`config.mk`:
```
export PLATFORM = sky130hd
export DESIGN_NAME = llsc_monitor
export DESIGN_NICKNAME = d
export VERILOG_FILES = /design/src/rtl/llsc_pkg.sv /design/src/rtl/llsc_word_store.sv /design/src/rtl/llsc_reservation.sv /design/src/rtl/llsc_monitor.sv
export SDC_FILE = /design/constraint.sdc
export NUM_CORES = 1
export LEC_CHECK = 0
export ABC_AREA = 1
export BUFFER_PORTS_ARGS = -buffer_cell sky130_fd_sc_hd__clkbuf_2
export CORE_MARGIN = 2
export CORE_UTILIZATION = 62
export DETAILED_ROUTE_END_ITERATION = 7
export HOLD_SLACK_MARGIN = 0.02
export PLACE_DENSITY = 0.8
export SLEW_MARGIN = 10
export SYNTH_ARGS = -nofsm -noshare
export SYNTH_HDL_FRONTEND = slang
export SYNTH_SLANG_ARGS = --single-unit
```
`constraint.sdc`:
```
create_clock -name clk -period 2.75 [get_ports clk]
set_input_delay 0.275 -clock clk [delete_from_list [all_inputs] [get_ports clk]]
set_output_delay 0.275 -clock clk [all_outputs]
set_load 0.03 [all_outputs]
```
`src/rtl/llsc_pkg.sv`:
```
package llsc_pkg;

  typedef enum logic [1:0] {
    OP_READ  = 2'd0,
    OP_STORE = 2'd1,
    OP_LINK  = 2'd2,
    OP_COND  = 2'd3
  } llsc_op_e;

  // A conditional write commits only on an intact reservation for the same
  // word that no other agent hits in the very same cycle.
  function automatic logic cond_grant(input logic held,
                                      input logic same_word,
                                      input logic snoop_clash);
    return held & same_word & ~snoop_clash;
  endfunction

  // A reservation survives a cycle unless something writes its word.
  function automatic logic keep_hold(input logic held,
                                     input logic store_kill,
                                     input logic snoop_kill);
    return held & ~store_kill & ~snoop_kill;
  endfunction

endpackage

```
`src/rtl/llsc_word_store.sv`:
```
module llsc_word_store #(
  parameter int DATA_W = 32,
  parameter int ADDR_W = 4
) (
  input  logic              clk,
  input  logic              rst_n,
  input  logic              we,
  input  logic [ADDR_W-1:0] addr,
  input  logic [DATA_W-1:0] wdata,
  output logic [DATA_W-1:0] rdata
);
  localparam int DEPTH = 1 << ADDR_W;

  logic [DATA_W-1:0] words [DEPTH];

  assign rdata = words[addr];

  generate
    for (genvar g = 0; g < DEPTH; g++) begin : g_word
      always_ff @(posedge clk) begin
        if (!rst_n)
          words[g] <= '0;
        else if (we && (addr == ADDR_W'(g)))
          words[g] <= wdata;
      end
    end
  endgenerate

endmodule

```
`src/rtl/llsc_reservation.sv`:
```
module llsc_reservation
  import llsc_pkg::*;
#(
  parameter int ADDR_W = 4
) (
  input  logic              clk,
  input  logic              rst_n,
  input  logic              link_set,
  input  logic              cond_seen,
  input  logic              store_seen,
  input  logic [ADDR_W-1:0] req_addr,
  input  logic              snoop_valid,
  input  logic [ADDR_W-1:0] snoop_addr,
  output logic              held,
  output logic [ADDR_W-1:0] held_addr,
  output logic              cond_ok,
  output logic              kill
);
  logic same_word_w;
  logic snoop_clash_w;
  logic snoop_kill_w;
  logic store_kill_w;
  logic held_nx;
  logic [ADDR_W-1:0] addr_nx;

  assign same_word_w   = (held_addr == req_addr);
  assign snoop_clash_w = snoop_valid && (snoop_addr == req_addr);
  assign snoop_kill_w  = snoop_valid && (snoop_addr == held_addr);
  assign store_kill_w  = store_seen && same_word_w;
  assign cond_ok       = cond_grant(held, same_word_w, snoop_clash_w);
  assign kill          = held & (snoop_kill_w | store_kill_w);

  always_comb begin
    held_nx = held;
    addr_nx = held_addr;
    if (link_set) begin
      held_nx = ~snoop_clash_w;
      addr_nx = req_addr;
    end else if (cond_seen) begin
      held_nx = 1'b0;
    end else begin
      held_nx = keep_hold(held, store_kill_w, snoop_kill_w);
    end
  end

  always_ff @(posedge clk) begin
    if (!rst_n) begin
      held      <= 1'b0;
      held_addr <= '0;
    end else begin
      held      <= held_nx;
      held_addr <= addr_nx;
    end
  end

endmodule

```
`src/rtl/llsc_monitor.sv`:
```
module llsc_monitor
  import llsc_pkg::*;
#(
  parameter int DATA_W = 32,
  parameter int ADDR_W = 4
) (
  input  logic              clk,
  input  logic              rst_n,
  input  logic              req_valid,
  output logic              req_ready,
  input  logic [1:0]        req_op,
  input  logic [ADDR_W-1:0] req_addr,
  input  logic [DATA_W-1:0] req_wdata,
  input  logic              snoop_valid,
  input  logic [ADDR_W-1:0] snoop_addr,
  output logic              rsp_valid,
  output logic [DATA_W-1:0] rsp_data
);
  localparam logic [DATA_W-1:0] VERDICT_ONE = DATA_W'(1);

  function automatic logic [DATA_W-1:0] form_result(input llsc_op_e op,
                                                    input logic [DATA_W-1:0] word,
                                                    input logic ok);
    case (op)
      OP_READ, OP_LINK: return word;
      OP_COND:          return ok ? VERDICT_ONE : '0;
      default:          return '0;
    endcase
  endfunction

  logic              rdy_q;
  logic              accept_w;
  llsc_op_e          op_w;
  logic              is_store_w, is_link_w, is_cond_w;
  logic              cond_ok_w;
  logic              res_kill_w;
  logic              res_valid_w;
  logic [ADDR_W-1:0] res_addr_w;
  logic              mem_we_w;
  logic [DATA_W-1:0] rd_word_w;

  always_ff @(posedge clk) begin
    if (!rst_n) rdy_q <= 1'b0;
    else        rdy_q <= 1'b1;
  end
  assign req_ready = rdy_q;

  assign accept_w   = req_valid & rdy_q;
  assign op_w       = llsc_op_e'(req_op);
  assign is_store_w = accept_w && (op_w == OP_STORE);
  assign is_link_w  = accept_w && (op_w == OP_LINK);
  assign is_cond_w  = accept_w && (op_w == OP_COND);

  llsc_reservation #(.ADDR_W(ADDR_W)) u_res (
    .clk        (clk),
    .rst_n      (rst_n),
    .link_set   (is_link_w),
    .cond_seen  (is_cond_w),
    .store_seen (is_store_w),
    .req_addr   (req_addr),
    .snoop_valid(snoop_valid),
    .snoop_addr (snoop_addr),
    .held       (res_valid_w),
    .held_addr  (res_addr_w),
    .cond_ok    (cond_ok_w),
    .kill       (res_kill_w)
  );

  assign mem_we_w = is_store_w | (is_cond_w & cond_ok_w);

  llsc_word_store #(.DATA_W(DATA_W), .ADDR_W(ADDR_W)) u_mem (
    .clk  (clk),
    .rst_n(rst_n),
    .we   (mem_we_w),
    .addr (req_addr),
    .wdata(req_wdata),
    .rdata(rd_word_w)
  );

  always_ff @(posedge clk) begin
    if (!rst_n) begin
      rsp_valid <= 1'b0;
      rsp_data  <= '0;
    end else begin
      rsp_valid <= accept_w;
      if (accept_w)
        rsp_data <= form_result(op_w, rd_word_w, cond_ok_w);
    end
  end

endmodule

```
==> flow_metrics.tcl <==
set metrics [dict create \
    run_status "finished clean" \
    hold_buffers 0 \
    root_buffer "clkbuf_16" \
    startpoint "u_res.held_addr[1]" \
    maxSlewViolCount 0 \
    rsz0062_at_grt "no" \
    dpl.cell_count 3313 \
    clk_pin_slew_ps 70 \
    critPathSlowestCell "nand3_4" \
    ant_nets 0 \
    timing.final.crit_share 0.8719 \
    syn-mean-instance-area_um2 8.985 \
    power_density_nw_per_um2 635.2 \
    cp.arrival_ps 2840 \
    timing.hold.ws_ps 103.6 \
    worstPathCellList "inv_1, nand2_1, nand2_1, nor2_1, nand2_1, nor2_1, nand3_2, nand2_8, buf_4, nand3_4, nor2_1" \
    synth_seq_cells 551 \
    crit_fanout 32 \
    die_x_um 206.2 \
    areaGrowthSynthToFinish_pct 10.80 \
    synth_nets 2866 \
    hp-class "primary input to flop" \
    mappedNetlistArea_um2 25340 \
    die_area_um2 42500 \
    skew_ps 24.17 \
    grt_pass1_vias 19780 \
    fin_tns_setup_ps 0 \
    ys_seq_area_frac 0.6376 \
    start_kind "flop" \
    finalCriticalPeriod_ps 2398 \
    num_vias 20030 \
    grt_usage 0.3451 \
    max_freq_ghz 0.4171 \
    grt_overflow 0 \
    tightestPinTransition_ps 903.7 \
    boundaryPins 80 \
    stdcell_count 3413 \
    critPathRequiredTime_ps 3190 \
    cts_max_level 2 \
    drt-wirelength-per-cell_um 21.08 \
    ir_worst_vdd_v 0.0004903 \
    cts_setup_buffers 0 \
    ys_types 26 \
    fin_util 0.6923 \
    cts_sinks 551 \
    max_slew_margin 0.3975 \
    finalHoldViolations 0 \
    viasPerCell 5.869 \
    dp_hpwl_um 39850 \
    critical_path.top_delay_family "simple AND/OR/NAND/NOR gates" \
    drc_errors 0 \
    critPathCaptureType "flop" \
    tritoncts "done" \
    nets 2884 \
    r2r_start "u_res.held_addr[1]" \
    n_antenna_cell 0 \
    dieHeight_um 206.2 \
    setup-violations-final 0 \
    grt_max_degree 160 \
    min-delay-start "req_addr[3]" \
    cpPeakStageDelay_ps 420 \
    drive_above_1_share 0.09754 \
    ys_warn_count 0 \
    cp_num_buf_inv 2 \
    place_congestion 0.9131 \
    cap_violations 0 \
    cts_buffer_depth 3 \
    grt_pass1_wl_um 109600 \
    core_um2 40550 \
    cts_buffers 55 \
    clock_latency_ps 610 \
    routed_wl_um 71950 \
    drt_iter0_markers 2863 \
    ctsResizeCount 0 \
    start_util 0.6248 \
    antenna_found_initial 1 \
    fill_cells 2990 \
    criticalPathCategory "flop to flop" \
    syn_inst 2820 \
    portBuffers 79 \
    total_leakage_power_uw 0.01266 \
    drtPass1Iterations 7 \
    rows 74 \
]
-- stage by stage --
| step | worst slack, ps | instance area [µm²] | power (µW) |
|---|---|---|---|
| 2_1_floorplan | 199.3 | 25340 | 10320 |
| 3_3_place_gp | 305.0 | 26400 | 10790 |
| 3_5_place_dp | 166.5 | 26400 | 10840 |
| 4_1_cts | 325.0 | 28070 | 17790 |
| 5_1_grt | 108.5 | 28080 | 18240 |
| 6_report | 352.3 | 28080 | 17830 |
-- where the power goes --
group          switching (µW)  internal [µW]
logic                     997            302
clock network            3140           3990
registers                66.6           9340
-- state kept, by name (all words and copies together) (netlist names) --
signal,flops
req_ready,1
rsp_data,32
rsp_valid,1
u_mem.words,512
u_res.held,1
u_res.held_addr,4
-- cell families after synthesis --
kind of cell	Yosys count	share of synthesized area
buf+inv	246	0.04849
flops	551	0.6376
xor+xnor	1	0.0003457
simple gates	1943	0.2979
compound gates	79	0.01565
-- worst reg2reg max path: stages (launching register included) --
cell     delay (ps)
dfxtp_1         380
inv_1            70
nand2_1          70
nand2_1          50
nor2_1          140
nand2_1          80
nor2_1          110
nand3_2         140
nand2_8         260
buf_4           210
nand3_4         420
nor2_1          300
-- synthesized netlist by cell type --
master	number	area, µm²
xnor2_1	1	8.760
nor2_2	11	68.82
dfxtp_1	39	780.8
buf_6	31	349.1
inv_1	50	187.7
inv_2	4	15.01
nand2_4	1	11.26
nand3_1	36	180.2
buf_2	39	195.2
nand3_4	10	175.2
buf_12	1	20.02
o22ai_1	1	6.260
buf_1	19	71.32
nand4_1	1	6.260
clkbuf_1	99	371.6
o21ai_0	39	195.2
nand3b_1	2	15.01
a21oi_1	38	190.2
nand3_2	4	40.04
nor2_1	537	2016
o21ai_1	1	5.000
buf_4	2	15.01
nand2_1	1340	5030
clkinv_1	1	3.750
or2_2	1	6.260
edfxtp_1	512	15370
-- metal layers --
| metal | part of all wire | global-route usage | wire, µm |
|---|---|---|---|
| met1 | 0.35 | 0.4485 | 25350 |
| met5 | 0 | 0 | 0 |
| met3 | 0.13 | 0.07017 | 9382 |
| met2 | 0.47 | 0.5641 | 34120 |
| met4 | 0.043 | 0.1551 | 3105 |
-- layout make-up --
| class | count | area, µm² | share of cell area |
|---|---|---|---|
| sequential | 551 | 16160 | 0.5754 |
| multi-input combinational | 2023 | 8048 | 0.2866 |
| timing repair buffer | 152 | 1328 | 0.04728 |
| clock inverter | 17 | 105.1 | 0.003743 |
| inverter | 55 | 212.7 | 0.007576 |
| clock buffer | 83 | 1562 | 0.05562 |
| tap | 532 | 665.6 | 0.02371 |
-- placed cells by master, fill, tap and decap left out, types with 2 or more instances in the layout --
cell type  instances
a21oi_1           38
buf_12            30
buf_4             44
clkbuf_1          20
clkbuf_16         55
clkbuf_2          77
clkbuf_8           8
clkinv_1           8
clkinv_2           9
dfxtp_1           39
edfxtp_1         512
inv_1             50
inv_2              2
inv_6              2
nand2_1         1323
nand2_2           17
nand3_1           33
nand3_2            7
nand3_4           10
nand3b_1           2
nor2_1           532
nor2_2            13
nor2_4             3
o21ai_0           39
-- path summary, 6_finish.rpt --
kind | to | slack [ps] | cells past startpoint
min reg2reg | rsp_data[3] | 460 | 2
max reg2reg | u_mem.words[5][26] | 350 | 11
min | u_res.held_addr[3] | 100 | 3
max | u_mem.words[5][26] | 350 | 11
Power figures use the tool's default switching activity.
